### src/rtl/gpio_mask_pkg.sv
// Package: shared offsets, selector encoding and constant tables for the
// address-masked GPIO port. Assumes a 4 KB register space addressed by bytes.
package gpio_mask_pkg;

    localparam int ADDR_W = 12;
    localparam int DATA_W = 32;
    localparam int CFG_N  = 7;

    localparam logic [ADDR_W-1:0] OFF_DIR  = 12'h400;
    localparam logic [ADDR_W-1:0] OFF_DRV2 = 12'h500;
    localparam logic [ADDR_W-1:0] OFF_DRV4 = 12'h504;
    localparam logic [ADDR_W-1:0] OFF_DRV8 = 12'h508;
    localparam logic [ADDR_W-1:0] OFF_ODRN = 12'h50C;
    localparam logic [ADDR_W-1:0] OFF_PUP  = 12'h510;
    localparam logic [ADDR_W-1:0] OFF_PDN  = 12'h514;
    localparam logic [ADDR_W-1:0] OFF_SLEW = 12'h518;
    localparam logic [ADDR_W-1:0] OFF_DEN  = 12'h51C;
    localparam logic [ADDR_W-1:0] OFF_ANA  = 12'h528;
    localparam logic [ADDR_W-1:0] OFF_ID   = 12'hFD0;

    typedef enum logic [3:0] {
        SEL_NONE, SEL_DATA, SEL_DIR, SEL_DRV2, SEL_DRV4, SEL_DRV8, SEL_ODRN,
        SEL_PUP, SEL_PDN, SEL_SLEW, SEL_DEN, SEL_ANA, SEL_ID
    } reg_sel_e;

    // Storage slot of a pad-setting register; CFG_N means "not a setting".
    function automatic logic [2:0] cfg_slot(input reg_sel_e s);
        case (s)
            SEL_DRV2: return 3'd0;
            SEL_DRV4: return 3'd1;
            SEL_DRV8: return 3'd2;
            SEL_ODRN: return 3'd3;
            SEL_SLEW: return 3'd4;
            SEL_DEN:  return 3'd5;
            SEL_ANA:  return 3'd6;
            default:  return 3'd7;
        endcase
    endfunction

    // Reset value of a setting slot: the 2 mA drive slot starts all ones.
    function automatic logic [7:0] cfg_rst(input int k);
        return (k == 0) ? 8'hFF : 8'h00;
    endfunction

    // Identification byte table; one byte depends on the pull mode.
    function automatic logic [7:0] id_byte(input logic [3:0] idx, input logic prog);
        case (idx)
            4'd4:    return 8'h3A;
            4'd5:    return prog ? 8'h28 : 8'h17;
            4'd6:    return 8'h02;
            4'd8:    return 8'h5A;
            4'd9:    return 8'hC3;
            4'd10:   return 8'h81;
            4'd11:   return 8'h2E;
            default: return 8'h00;
        endcase
    endfunction

endpackage

### src/rtl/gpio_mask_decode.sv
// Address decoder: maps a byte offset to a register selector and an
// identification index. Pure combinational. Assumes NPINS + 2 < ADDR_W so the
// masked data window sits at the bottom of the space. In fixed-pull mode the
// pad-setting offsets decode to SEL_NONE.
module gpio_mask_decode
    import gpio_mask_pkg::*;
#(
    parameter int NPINS     = 8,
    parameter bit PROG_PULL = 1'b1
) (
    input  logic [ADDR_W-1:0] addr,
    output reg_sel_e          sel,
    output logic [3:0]        id_idx
);
    localparam int WIN_LSB = NPINS + 2;

    logic     in_win;
    logic     in_id;
    reg_sel_e cfg_sel;

    assign in_win = (addr[ADDR_W-1:WIN_LSB] == '0);
    assign in_id  = (addr >= OFF_ID);
    // Word index from the start of the identification block.
    assign id_idx = addr[5:2] - 4'd4;

    generate
        if (PROG_PULL) begin : g_cfg_dec
            // Purpose: decode the pad-setting and pull registers.
            always_comb begin
                case (addr)
                    OFF_DRV2: cfg_sel = SEL_DRV2;
                    OFF_DRV4: cfg_sel = SEL_DRV4;
                    OFF_DRV8: cfg_sel = SEL_DRV8;
                    OFF_ODRN: cfg_sel = SEL_ODRN;
                    OFF_PUP:  cfg_sel = SEL_PUP;
                    OFF_PDN:  cfg_sel = SEL_PDN;
                    OFF_SLEW: cfg_sel = SEL_SLEW;
                    OFF_DEN:  cfg_sel = SEL_DEN;
                    OFF_ANA:  cfg_sel = SEL_ANA;
                    default:  cfg_sel = SEL_NONE;
                endcase
            end
        end else begin : g_cfg_none
            assign cfg_sel = SEL_NONE;
        end
    endgenerate

    // Purpose: priority decode of the whole space.
    always_comb begin
        if (in_win)                sel = SEL_DATA;
        else if (addr == OFF_DIR)  sel = SEL_DIR;
        else if (in_id)            sel = SEL_ID;
        else                       sel = cfg_sel;
    end

endmodule

### src/rtl/gpio_mask_regs.sv
// Register file: data, direction, pull masks and pad settings, plus the read
// mux. Assumes NPINS <= 8 since every field is byte wide. Input pins sample
// pin_in on every clock; output pins change only through masked writes. In
// fixed-pull mode the pull masks are parameters and no setting storage exists.
module gpio_mask_regs
    import gpio_mask_pkg::*;
#(
    parameter int               NPINS      = 8,
    parameter bit               PROG_PULL  = 1'b1,
    parameter logic [NPINS-1:0] FIX_PULLUP = '1,
    parameter logic [NPINS-1:0] FIX_PULLDN = '0
) (
    input  logic             clk,
    input  logic             rst_n,
    input  logic             wr_en,
    input  reg_sel_e         sel,
    input  logic [3:0]       id_idx,
    input  logic [NPINS-1:0] addr_mask,
    input  logic [7:0]       wbyte,
    input  logic [NPINS-1:0] pin_in,
    output logic [NPINS-1:0] data_q,
    output logic [NPINS-1:0] dir_q,
    output logic [NPINS-1:0] pu_eff,
    output logic [NPINS-1:0] pd_eff,
    output logic [7:0]       rd_val
);
    logic             data_wr;
    logic [7:0]       cfg_rd;
    logic [2:0]       slot;

    assign data_wr = wr_en && (sel == SEL_DATA);
    assign slot    = cfg_slot(sel);

    // Purpose: direction register, low byte only.
    always_ff @(posedge clk) begin
        if (!rst_n)                          dir_q <= '0;
        else if (wr_en && (sel == SEL_DIR))  dir_q <= wbyte[NPINS-1:0];
    end

    // One data bit per pin: inputs track the line, outputs take masked writes.
    generate
        for (genvar i = 0; i < NPINS; i++) begin : g_data
            // Purpose: update data bit i from the line or from a masked write.
            always_ff @(posedge clk) begin
                if (!rst_n)
                    data_q[i] <= 1'b0;
                else if (!dir_q[i])
                    data_q[i] <= pin_in[i];
                else if (data_wr && addr_mask[i])
                    data_q[i] <= wbyte[i];
            end
        end
    endgenerate

    generate
        if (PROG_PULL) begin : g_prog
            logic [NPINS-1:0] pu_q;
            logic [NPINS-1:0] pd_q;
            logic [7:0]       cfg_q [CFG_N];

            // Purpose: software-written pull masks.
            always_ff @(posedge clk) begin
                if (!rst_n) begin
                    pu_q <= '0;
                    pd_q <= '0;
                end else if (wr_en) begin
                    if (sel == SEL_PUP) pu_q <= wbyte[NPINS-1:0];
                    if (sel == SEL_PDN) pd_q <= wbyte[NPINS-1:0];
                end
            end

            for (genvar k = 0; k < CFG_N; k++) begin : g_cfg
                // Purpose: pad-setting byte k.
                always_ff @(posedge clk) begin
                    if (!rst_n)                         cfg_q[k] <= cfg_rst(k);
                    else if (wr_en && slot == 3'(k))    cfg_q[k] <= wbyte;
                end
            end

            // Purpose: select the addressed setting or pull mask for reading.
            always_comb begin
                cfg_rd = 8'h00;
                for (int k = 0; k < CFG_N; k++)
                    if (slot == 3'(k)) cfg_rd = cfg_q[k];
                if (sel == SEL_PUP) cfg_rd = 8'(pu_q);
                if (sel == SEL_PDN) cfg_rd = 8'(pd_q);
            end

            assign pu_eff = pu_q;
            assign pd_eff = pd_q;
        end else begin : g_fixed
            assign pu_eff = FIX_PULLUP;
            assign pd_eff = FIX_PULLDN;
            assign cfg_rd = 8'h00;
        end
    endgenerate

    // Purpose: read mux over the decoded register.
    always_comb begin
        case (sel)
            SEL_DATA: rd_val = 8'(data_q & addr_mask);
            SEL_DIR:  rd_val = 8'(dir_q);
            SEL_ID:   rd_val = id_byte(id_idx, PROG_PULL);
            SEL_NONE: rd_val = 8'h00;
            default:  rd_val = cfg_rd;
        endcase
    end

endmodule

### src/rtl/gpio_mask_resolve.sv
// Line resolver: registers the level driven on each line. Outputs drive the
// data bit, pulled inputs drive their pull level (pull-up first), and inputs
// without pulls hold the previous level. Assumes pull masks are stable or
// legal; a bit set in both is treated as pulled up.
module gpio_mask_resolve #(
    parameter int               NPINS   = 8,
    parameter logic [NPINS-1:0] RST_VAL = '0
) (
    input  logic             clk,
    input  logic             rst_n,
    input  logic [NPINS-1:0] data_q,
    input  logic [NPINS-1:0] dir_q,
    input  logic [NPINS-1:0] pu_eff,
    input  logic [NPINS-1:0] pd_eff,
    output logic [NPINS-1:0] line_q
);
    logic [NPINS-1:0] floating;
    logic [NPINS-1:0] line_d;

    assign floating = ~(pu_eff | pd_eff) & ~dir_q;

    // Purpose: combine driven, pulled and held contributions.
    always_comb begin
        line_d = (data_q & dir_q) | (pu_eff & ~dir_q) | (line_q & floating);
    end

    // Purpose: hold the resolved level; reset to the pull-up pattern.
    always_ff @(posedge clk) begin
        if (!rst_n) line_q <= RST_VAL;
        else        line_q <= line_d;
    end

endmodule

### src/rtl/gpio_mask_port.sv
// Top: address-masked GPIO port. A one-cycle request (bus_sel with bus_wr)
// reads or writes; read data and the unmapped-access flag are registered and
// appear the cycle after. Assumes at most one access per cycle and NPINS <= 8.
module gpio_mask_port
    import gpio_mask_pkg::*;
#(
    parameter int               NPINS      = 8,
    parameter bit               PROG_PULL  = 1'b1,
    parameter logic [NPINS-1:0] FIX_PULLUP = '1,
    parameter logic [NPINS-1:0] FIX_PULLDN = '0
) (
    input  logic              clk,
    input  logic              rst_n,
    input  logic              bus_sel,
    input  logic              bus_wr,
    input  logic [ADDR_W-1:0] bus_addr,
    input  logic [DATA_W-1:0] bus_wdata,
    output logic [DATA_W-1:0] bus_rdata,
    output logic              bus_err,
    input  logic [NPINS-1:0]  pin_in,
    output logic [NPINS-1:0]  pin_out
);
    localparam logic [NPINS-1:0] LINE_RST = PROG_PULL ? '0 : FIX_PULLUP;

    reg_sel_e         sel;
    logic [3:0]       id_idx;
    logic [NPINS-1:0] data_q;
    logic [NPINS-1:0] dir_q;
    logic [NPINS-1:0] pu_eff;
    logic [NPINS-1:0] pd_eff;
    logic [7:0]       rd_val;
    logic             wr_en;
    logic             wdata_unused;

    assign wr_en        = bus_sel && bus_wr;
    assign wdata_unused = ^bus_wdata[DATA_W-1:8];

    gpio_mask_decode #(
        .NPINS     (NPINS),
        .PROG_PULL (PROG_PULL)
    ) u_decode (
        .addr   (bus_addr),
        .sel    (sel),
        .id_idx (id_idx)
    );

    gpio_mask_regs #(
        .NPINS      (NPINS),
        .PROG_PULL  (PROG_PULL),
        .FIX_PULLUP (FIX_PULLUP),
        .FIX_PULLDN (FIX_PULLDN)
    ) u_regs (
        .clk       (clk),
        .rst_n     (rst_n),
        .wr_en     (wr_en),
        .sel       (sel),
        .id_idx    (id_idx),
        .addr_mask (bus_addr[NPINS+1:2]),
        .wbyte     (bus_wdata[7:0]),
        .pin_in    (pin_in),
        .data_q    (data_q),
        .dir_q     (dir_q),
        .pu_eff    (pu_eff),
        .pd_eff    (pd_eff),
        .rd_val    (rd_val)
    );

    gpio_mask_resolve #(
        .NPINS   (NPINS),
        .RST_VAL (LINE_RST)
    ) u_resolve (
        .clk    (clk),
        .rst_n  (rst_n),
        .data_q (data_q),
        .dir_q  (dir_q),
        .pu_eff (pu_eff),
        .pd_eff (pd_eff),
        .line_q (pin_out)
    );

    // Purpose: register read data and the unmapped-access pulse.
    always_ff @(posedge clk) begin
        if (!rst_n) begin
            bus_rdata <= '0;
            bus_err   <= 1'b0;
        end else begin
            bus_rdata <= (bus_sel && !bus_wr) ? DATA_W'(rd_val) : '0;
            bus_err   <= bus_sel && (sel == SEL_NONE);
        end
    end

endmodule

### config.mk
export PLATFORM = sky130hd
export DESIGN_NAME = gpio_mask_port
export DESIGN_NICKNAME = d
export VERILOG_FILES = /design/src/rtl/gpio_mask_pkg.sv /design/src/rtl/gpio_mask_decode.sv /design/src/rtl/gpio_mask_regs.sv /design/src/rtl/gpio_mask_resolve.sv /design/src/rtl/gpio_mask_port.sv
export SDC_FILE = /design/constraint.sdc
export NUM_CORES = 1
export LEC_CHECK = 0
export CORE_AREA = 2 2 106 108
export CTS_CLUSTER_SIZE = 24
export DETAILED_ROUTE_END_ITERATION = 8
export DIE_AREA = 0 0 108 110
export GPL_TIMING_DRIVEN = 0
export HOLD_SLACK_MARGIN = 0.03
export PLACE_DENSITY_LB_ADDON = 0.2
export SYNTH_ARGS = -nofsm -noshare
export SYNTH_HDL_FRONTEND = slang
export SYNTH_SLANG_ARGS = --single-unit
### constraint.sdc
create_clock -name clk -period 3.25 [get_ports clk]
set_input_delay 0.325 -clock clk [delete_from_list [all_inputs] [get_ports clk]]
set_output_delay 0.325 -clock clk [all_outputs]
set_load 0.05 [all_outputs]
-- Word level (Yosys, flattened, before mapping)
Memory sizes are Yosys's and may differ from the RTL's.
Cells that the tools add are included.
- register bits after elaboration: 73
- bits in latches: 0
- RAM bits: 56
- ROM bits: 0
- input port bits: 56
- output and inout bits: 41
- logic and storage cells: 166
- memories kept: 1
- memories (name ; depth ; width ; read ports ; clocked after memory_dff ; wr ports ; RTL line ; source):
    u_regs.g_prog.cfg_q ; 7 ; 8 ; 7 ; 0 ; 7 ; gpio_mask_regs.sv:59 ; logic [7:0] cfg_q [CFG_N];
- add/sub/neg operators: 1
- $mul: 0
- divide/modulo/power cells: 0
- magnitude comparators: 1
- equality and inequality tests: 43
- shift-type cells: 0
- multiplexer cells: 61
- bitwise operators: 17
- reduce and logical (&&, ||, !) cells: 27
- operator list (operator ; count):
    2-to-1 mux 8 bit ; 16
    == test 12 x 11 -> 1 bit, second input constant ; 10
    one-hot mux 8 bit (7 select lines) ; 1
    AND 8 bit ; 5
    2-to-1 mux 1 bit ; 38
    == test 4 bit, second input constant ; 9
    one-hot mux 4 bit (9 select lines) ; 1
    one-hot mux 8 bit (4 select lines) ; 1
    == test 4 x 3 -> 1 bit, second input constant ; 7
    OR 8 bit ; 3
    one-hot mux 3 bit (7 select lines) ; 1
    logical AND 1 bit ; 20
    inequality test 2 bit, second input constant ; 8
    NOT 8 bit ; 2
    >= comparator 12 bit, second input constant ; 1
    2-to-1 mux 4 bit ; 3
    == test 3 bit, second input constant ; 3
    == test 4 x 2 -> 1 bit, second input constant ; 2
    OR 1 bit ; 7
    == test 3 x 2 -> 1 bit, second input constant ; 2
    AND reduction 2 bit ; 3
    == test 4 x 1 -> 1 bit, second input constant ; 1
    zero test 4 bit ; 1
    subtractor 4 x 3 -> 4 bit, second input constant ; 1
    4 further kinds ; 4

-- Longest topological paths before layout
Gate-level depths: netlist (run 1).
- depth after elaboration: 18
- gate-level depth with buffers: 10
- mapped depth without buffers: 7

-- Cells and area by module
Synthesis (run 1) repeated with hierarchy kept, for this count alone.
- cell total of the unflattened synthesis: 591
- area total of the unflattened synthesis: 5815.6 µm²
- modules (own cells, without submodules) (module ; instances ; cells each ; area an instance (µm²) ; sequential area each (µm²)):
    gpio_mask_regs ; 1 ; 481 ; 4773.3 ; 2322.2
    gpio_mask_port ; 1 ; 46 ; 450.4 ; 180.2
    gpio_mask_resolve ; 1 ; 33 ; 345.3 ; 160.2
    gpio_mask_decode ; 1 ; 31 ; 246.5 ; 0.0

-- Least setup slack after synthesis (run 1)
OpenSTA, ideal clock, no wires.
- kind: in2reg
- start: input port bus_addr[11]
- end: memory u_regs.g_prog.cfg_q[5][2], in the netlist u_regs.g_prog.cfg_q[1][10], enable pin
- setup time: 384 ps
- arrival: 2353 ps
- data required time: 2866 ps
- path slack: 513 ps
- stages: 5
- path buffers: 1
- path through: or4_4 > or2_1 > buf_6 > or3_1 > o21ai_0
- RTL lines (element ; RTL line ; source):
    from (decl) ; gpio_mask_port.sv:16 ; input logic [ADDR_W-1:0] bus_addr,
    to (decl) ; gpio_mask_regs.sv:59 ;

==> results of run 1 <==
## stage by stage
step,hold WS [ns],cells,setup TNS [ns]
after CTS,0.493,827,0
after global routing,0.525,827,0
after global placement,0.467,811,-11.98
after floorplan,0.448,625,0
final,0.495,827,0
after detailed placement,0.480,811,-14.01
## cells in the final DEF (no fill, tap or decap), types with 10 or more instances in the layout
master | synthesis | final
and2_1 | 50 | 50
a21oi_1 | 33 | 33
o21ai_0 | 21 | 19
conb_1 | 1 | 24
buf_4 | 24 | 24
nand3_1 | 27 | 27
nand2_1 | 76 | 76
or3_1 | 15 | 15
clkbuf_8 | 0 | 10
inv_1 | 27 | 27
edfxtp_1 | 56 | 56
dfxtp_1 | 49 | 49
clkdlybuf4s50_1 | 0 | 46
clkbuf_1 | 23 | 24
nor2_1 | 23 | 23
nor2b_1 | 12 | 12
## layout make-up
cell class | count | area (sq um) | share of cell area
Sequential cell | 105 | 2660 | 0.407
Multi-Input combinational cell | 434 | 2610 | 0.399
Timing Repair Buffer | 46 | 460 | 0.0704
Buffer | 59 | 328 | 0.0502
Tap cell | 140 | 175 | 0.0268
Clock buffer | 11 | 141 | 0.0216
Inverter | 27 | 101 | 0.0155
Clock inverter | 5 | 62.6 | 0.00957
## worst max-delay path, cell delays in order
cell,delay (ns)
clkdlybuf4s50_1,0.53
or4_4,0.60
or2_1,0.26
buf_6,0.16
or3_1,0.35
buf_2,0.20
o21ai_1,0.71
## registers in the layout, summed over array words and instances (netlist names)
name and count:
bus_err 1, bus_rdata 8, u_regs.data_q 8, u_regs.dir_q 8
u_regs.g_prog.cfg_q 56, u_regs.pd_eff 8, u_regs.pu_eff 8, u_resolve.line_q 8
## where the power goes
group	total (mW)	switching (mW)	internal (mW)	leakage, nW
Sequential	1.45	0.0168	1.43	0.933
Combinational	0.297	0.203	0.0938	1.34
Clock	0.852	0.470	0.382	0.0962
## cells by family (layout without fill, tap and decap cells)
logic type | after synthesis | in the layout | synth area share
AOI/OAI and AO/OA | 145 | 145 | 0.182
xor gates and xnor gates | 2 | 2 | 0.00313
buffers and inverters | 86 | 148 | 0.0766
DFF | 105 | 105 | 0.476
muxes | 9 | 9 | 0.0161
other | 1 | 24 | 0.000670
and+or+nand+nor | 254 | 254 | 0.246
## routing by layer
layer / part of all wire / wire length, um / vias to the layer above
met5: 0 / 0 / -
met2: 0.45 / 7790 / 283
met3: 0.089 / 1520 / 26
met1: 0.43 / 7420 / 2336
li1: - / - / 2280
met4: 0.024 / 414 / 0
## repair_timing
action	4_1_cts	5_1_grt
hold buffers	0	0
cloned	0	0
buffers inserted	0	0
endpoints found under the setup margin	24	8
pin swaps	0	0
resized for setup	3	1
## worst max-delay path by stage
stage / slack, ns / endpoint / depth (start not counted) / from
finish: 0.11 / u_regs.g_prog.cfg_q[1][20] / 7 / bus_addr[9]
floorplan: 0.51 / u_regs.g_prog.cfg_q[1][10] / 5 / bus_addr[11]
detailed placement: -0.49 / u_regs.g_prog.cfg_q[0][6] / 9 / bus_addr[3]
global route: 0.07 / u_regs.g_prog.cfg_q[0][5] / 9 / bus_addr[3]
global placement: -0.43 / u_regs.g_prog.cfg_q[0][4] / 9 / bus_addr[3]
CTS: 0.13 / u_regs.g_prog.cfg_q[0][2] / 9 / bus_addr[3]
==> results.md, run 1 <==
* # IOs at 97
* Max Clk Rate at approximately 0.32 GHz
* Rows at 38
* Core region area at 10,700 sq um
* Final Skew at 0.0120 ns
* Outcome: finished clean
* Gpl congestion at about 0.95
* Starting Density at 0.523
* Max IR drop VDD at 285 uV
* Detailed placer's ending HPWL at 12.5 mm
* Mean Syn Cell Area at ~9.3 sq um
* Sequential fraction of the synthesis area at 0.476
* Worst min-delay path class: flop to flop
* Pwr Total at 2.60 mW
* Total clock sinks at roughly 110
* CTS Buf Count at 9
* Total grt overflow at 0
* Vias at between 4k and 5k
* Clk slew on worst S/H paths at ~0.1 ns
* Top Usage Layer GRT: met2
* GR Layer Usage met1 at 0.423
* RR Startpoint: u_regs.g_prog.cfg_q[0][27]
* CTS tree: yes
* PwrDens at 398 nW/um^2
* Clk_lat worst skew at 0.38 ns
* Synth cell types at between 60 and 70
* WP data arrival at 3.14 ns
* Hold Crit Start: u_regs.pu_eff[0]
* Yosys warns at 0
* WS Path Type: primary input to flop
* Synth Cell Area at 5600 sq um
* Slew Limit Fails at 0
* Area grow syn2layout at 16.7%
* First-pass DRT Iterations at 5
* Flop2flop setup slack at 1.63 ns
* Slew at the pin with the worst max-slew slack at 1.23 ns
* Max-slew headroom at 0.172
* Ys flop type: edfxtp_1
* Antenna-violating nets left at 0
* Root Driver: clkbuf_8
* Syn Inst Count at roughly 600
* First-pass GRT wire length at 25.7 mm
* WL per Instance at just over 20 um
* Most common cell in the synthesized netlist: nand2_1
* Post-synth EDFFs at 56
* Number of vias per cell at 5.96
* Fraction of registers with async set/reset at 0
* Chip width at 108 um
* Synth top area share at 0.300
* Max-Cap Viols at 0
* Pin count of the biggest net entering global routing at 18
* RR Endpoint: bus_rdata[3]
* Vias in the first global route at 4,477
* Tmin final at 3.14 ns
* Starting DRT DRC Count at 365
* Met2 Resource Use GR at 0.461
* CP startpoint kind: primary input
* DRC viols at 0
* H-tree Lvls at 3
* Fin crit share at 0.965
* #FFs+latches synth at 105
* P_leak at 2.37 nW
* # diodes at 0
* Top post-synthesis cells by count: nand2_1, edfxtp_1, and2_1
* Nets at 738
* WP data required at 3.25 ns
* Synth area leader: edfxtp_1
* Met3 Use GR at 0.0464
* Gr usage total at 0.295
* Final hold viol count at 0
* Crit-path max FO at 9
* Crit path capture type: flop
* Worst r2r path cells at 6
* Final wirelength at 17.2 mm
* Chip height at 110 um
* Top post-synthesis cells by area: edfxtp_1, dfxtp_1, and2_1
* FILL cells at 950
* CTS max path bufs at 2
* Hold depth at 2
* Dpl ws at -0.486 ns
* Final Cell Area at 6540 sq um
* RSZ-0062 raised after global routing: no
* Antenna violations before repair at 0
* Final worst slack at 0.114 ns
* Hold-critical path endpoint: u_regs.pu_eff[0]
* Layout cell share with drive strength beyond 1 at 0.0888
* Full die area at 11,900 sq um
* Buffers on Ports at 46
* Finish-stage setup viols at 0
* DP Area at 6320 sq um
* Core Util, Final at 0.611
No activity file was read; power rests on OpenSTA's default activity.
==> run 2: changes to the inputs <==
ABC_AREA = 1   (was default)
CORE_AREA = 2 2 103 105   (was 2 2 106 108)
DIE_AREA = 0 0 105 107   (was 0 0 108 110)
HOLD_SLACK_MARGIN = default   (was 0.03)
clock period = 2.95 ns   (was 3.25 ns; I/O delays follow)
==> run 2 against run 1 <==
  * Clock power down 2.9%
  * Clock skew hardly changed
  * Synthesized cell count is 4.2% higher
  * Setup slack gained 0.16 ns
  * Global-route usage decreased by 1.9 points
  * Count of clock-buffer cells in the layout decreased by 1
  * Critical endpoint is now bus_rdata[2]
  * Highest routed layer unchanged
  * Final cell count grew 2.8%
  * Largest cell class unchanged
  * Sequential share of layout area rose by 2.2 points
==> results.md, run 2 <==
* Outcome: finished clean
* PwrDens at 438 nW/um^2 (+10%)
* Full die area at 11,200 sq um (-5.4%)
* Area grow syn2layout at 17.7%
* Starting DRT DRC Count at 458 (+25%)
* Logic gate share of total power at 0.109 (-0.005)
* CTS Hold Bufs at 0 (unchanged)
* Crit path capture type: flop
* Slew at the pin with the worst max-slew slack at 1.35 ns (+0.118 ns)
* P_leak at 2.39 nW (+0.82%)
* Gpl congestion at 0.967 (+2.2%)
* Final Cell Area at 6200 sq um (-5.1%)
* Post-CTS Setup Repair Bufs at 0 (unchanged)
* Number of vias per cell at 5.59 (-6.1%)
* Starting Density at 0.522 (-0.00145)
* Post-synth EDFFs at 56 (unchanged)
* Synth area leader: edfxtp_1
* Nets at 765 (+3.7%)
* Synth top area share at 0.319 (+0.0189)
* Buffers on Ports at 48 (+4.3%)
* Met3 Use GR at 0.0681 (+0.0216)
* Switching Share at 0.274 (+0.00833)
* Sequential fraction of the synthesis area at 0.505 (+0.0299)
* Synth Cell Area at 5270 sq um (-5.9%)
* Layout cell share with drive strength beyond 1 at 0.120 (+0.0317)
* WS Path Type: primary input to flop
* WP data arrival at 3.01 ns (-0.13 ns)
* Most common cell in the synthesized netlist: nand2_1
* CP delay by family, top: simple AND/OR/NAND/NOR gates
* Max IR drop VDD at 355 uV (+25%)
* Max-slew headroom at 0.0928 (-0.0795)
* Final wirelength at 15.1 mm (-12%)
* Slew Limit Fails at 0 (unchanged)
* Chip height at 107 um (-2.7%)
* Yosys warns at 0 (unchanged)
* Layout Cells excl Fill at 850 (+2.8%)
* Final hold viol count at 0 (unchanged)
* Cell mode on critical path: nand2_1
* Dpl ws at -0.749 ns (-0.263 ns)
* Commonest non-fill, non-tap cell in the layout: nand2_1
* Switch Pwr at 0.744 mW (+7.8%)
* Top post-synthesis cells by count: nand2_1, nor2_1, inv_1
* Antenna-violating nets left at 0 (unchanged)
* DP Area at 6000 sq um (-5.0%)
* Chip width at 105 um (-2.8%)
* Tmin final at 2.68 ns
* Mean Syn Cell Area at 8.40 sq um (-9.7%)
* Vias in the first global route at 4,488 (+0.25%)
* Pin count of the biggest net entering global routing at 18 (unchanged)
* Clk_lat worst skew at 0.40 ns (+0.02 ns)
* P_int at 1.97 mW (+3.3%)
* Root Driver: clkbuf_8
* Sequential fraction of design power at 0.587 (+0.029)
* Clock network power share at 0.304 (-0.024)
* Core region area at 10,100 sq um (-5.7%)
* Finish-stage setup viols at 0 (unchanged)
* Final setup TNS at 0 ns (unchanged)
* Final worst slack at 0.270 ns (+0.156 ns)
* Largest stage delay, worst path at 0.60 ns (-0.11 ns)
* Total grt overflow at 0 (unchanged)
* CTS tree: yes
* Cells along the critical path: clkdlybuf4s50_1, nor2_1, nand2_1, inv_2, nand3_2, inv_1, nor3_2, nand2_1, nand2_1, nand2_1, nand2_2, nor2_4, nand2_2, nor2_4, nand2_1, nand2_1, inv_1, nand2_1, nand2_1, nand2_1, nand2_1, a21oi_2
* WP data required at 3.28 ns (+0.03 ns)
* CP Buf/Inv Count at 4 (+1)
* Detailed placer's ending HPWL at 11.2 mm (-10%)
* Worst min-delay path class: flop to flop
* Crit path max-delay cell type: clkdlybuf4s50_1
* WL per Instance at 17.8 um (-14%)
* Fraction of registers with async set/reset at 0 (unchanged)
* CP startpoint kind: primary input
* Top Usage Layer GRT: met2
* # diodes at 0 (unchanged)
* Max Clk Rate at 0.373 GHz
* DRC viols at 0 (unchanged)
* H-tree Lvls at 3 (unchanged)
* Crit-path max FO at 7 (-2)
* Gr usage total at 0.276 (-0.0186)
* Most frequent cells in the layout: nand2_1, nor2_1, inv_1, edfxtp_1, dfxtp_1
* Ys flop type: edfxtp_1
* Vias at 4,751 (-3.5%)
* CTS Buf Count at 9 (unchanged)
* Rows at 37 (-2.6%)
* # placed instances at 834 (+2.8%)
* CTS max path bufs at 2 (unchanged)
* Antenna violations before repair at 0 (unchanged)
* #FFs+latches synth at 105 (unchanged)
* Clk slew on worst S/H paths at 0.10 ns (about the same)
* Top post-synthesis cells by area: edfxtp_1, dfxtp_1, nand2_1
* Fin crit share at 0.908
* Synth cell types at 37 (-45%)
* Syn Inst Count at 627 (+4.2%)
* Largest Register: u_regs.g_prog.cfg_q
* Largest register FFs at 56 (unchanged)
* First-pass GRT wire length at 23.5 mm (-8.7%)
* Total clock sinks at 105 (unchanged)
* GR Layer Usage met1 at 0.379 (-0.0437)
* Final Skew at 0.0119 ns (-0.000107 ns)
* Max-Cap Viols at 0 (unchanged)
* # IOs at 97 (unchanged)
* First-pass DRT Iterations at 5 (unchanged)
* Met2 Resource Use GR at 0.434 (-0.0268)
run 2: timing repair:
item	in CTS	in global routing
endpoints found under the setup margin	16	28
endpoints found under the hold margin	0	0
gates resized for setup	2	6
pin swaps	0	0
run 2: cell type report:
type,count,area (sq um)
Fill cell,937,3890
Clock buffer,10,128
Timing Repair Buffer,48,480
Clock inverter,6,42.5
Multi-Input combinational cell,431,2190
Inverter,78,293
Buffer,36,233
Tap cell,136,170
Sequential cell,105,2660
run 2: cell families (layout without fill, tap and decap cells):
group / Yosys count / in the layout / synth area share
and+or+nand+nor: 294 / 294 / 0.259
buffers and inverters: 114 / 178 / 0.0998
other: 1 / 24 / 0.000712
AOI/OAI and AO/OA: 113 / 113 / 0.135
DFF: 105 / 105 / 0.505
run 2: power groups by stage:
| stage | Sequential, mW | Combinational [mW] | Clock, mW |
|---|---|---|---|
| after floorplan | 1.63 | 0.181 | 0 |
| after CTS | 1.60 | 0.288 | 0.831 |
| after detailed placement | 1.63 | 0.288 | 0 |
| after global placement | 1.63 | 0.285 | 0 |
| after global routing | 1.60 | 0.313 | 0.894 |
| final | 1.60 | 0.295 | 0.827 |
run 2: worst paths after layout:
path | from | endpoint | slack [ns] | cells past startpoint
max | bus_addr[2] | bus_rdata[2] | 0.27 | 22
max reg2reg | u_regs.g_prog.cfg_q[0][14] | bus_rdata[6] | 1.41 | 8
min reg2reg | u_regs.pu_eff[0] | u_regs.pu_eff[0] | 0.49 | 2
min | u_regs.pu_eff[0] | u_regs.pu_eff[0] | 0.49 | 2
run 2: worst reg2reg max path, stage by stage (launching register included):
cell and delay [ns]:
edfxtp_1 0.39, nand3_1 0.09, nand2_1 0.07, a21oi_1 0.13, o2111ai_1 0.14, a21oi_1 0.32, o2111ai_1 0.18, nand2_1 0.09
inv_1 0.04
run 2: layer usage:
layer  vias up  wire length, um
li1       2247                -
met1      2226             6390
met2       258             6960
met3        20             1540
met4         0              218
met5         -                0
run 2: per-stage QoR:
step	power, mW	hold slack (ns)	utilization
2_1_floorplan	1.81	0.444	-
4_1_cts	2.71	0.482	0.612
3_5_place_dp	1.92	0.469	0.595
3_3_place_gp	1.91	0.459	0.595
5_1_grt	2.81	0.508	0.614
6_report	2.72	0.491	0.614
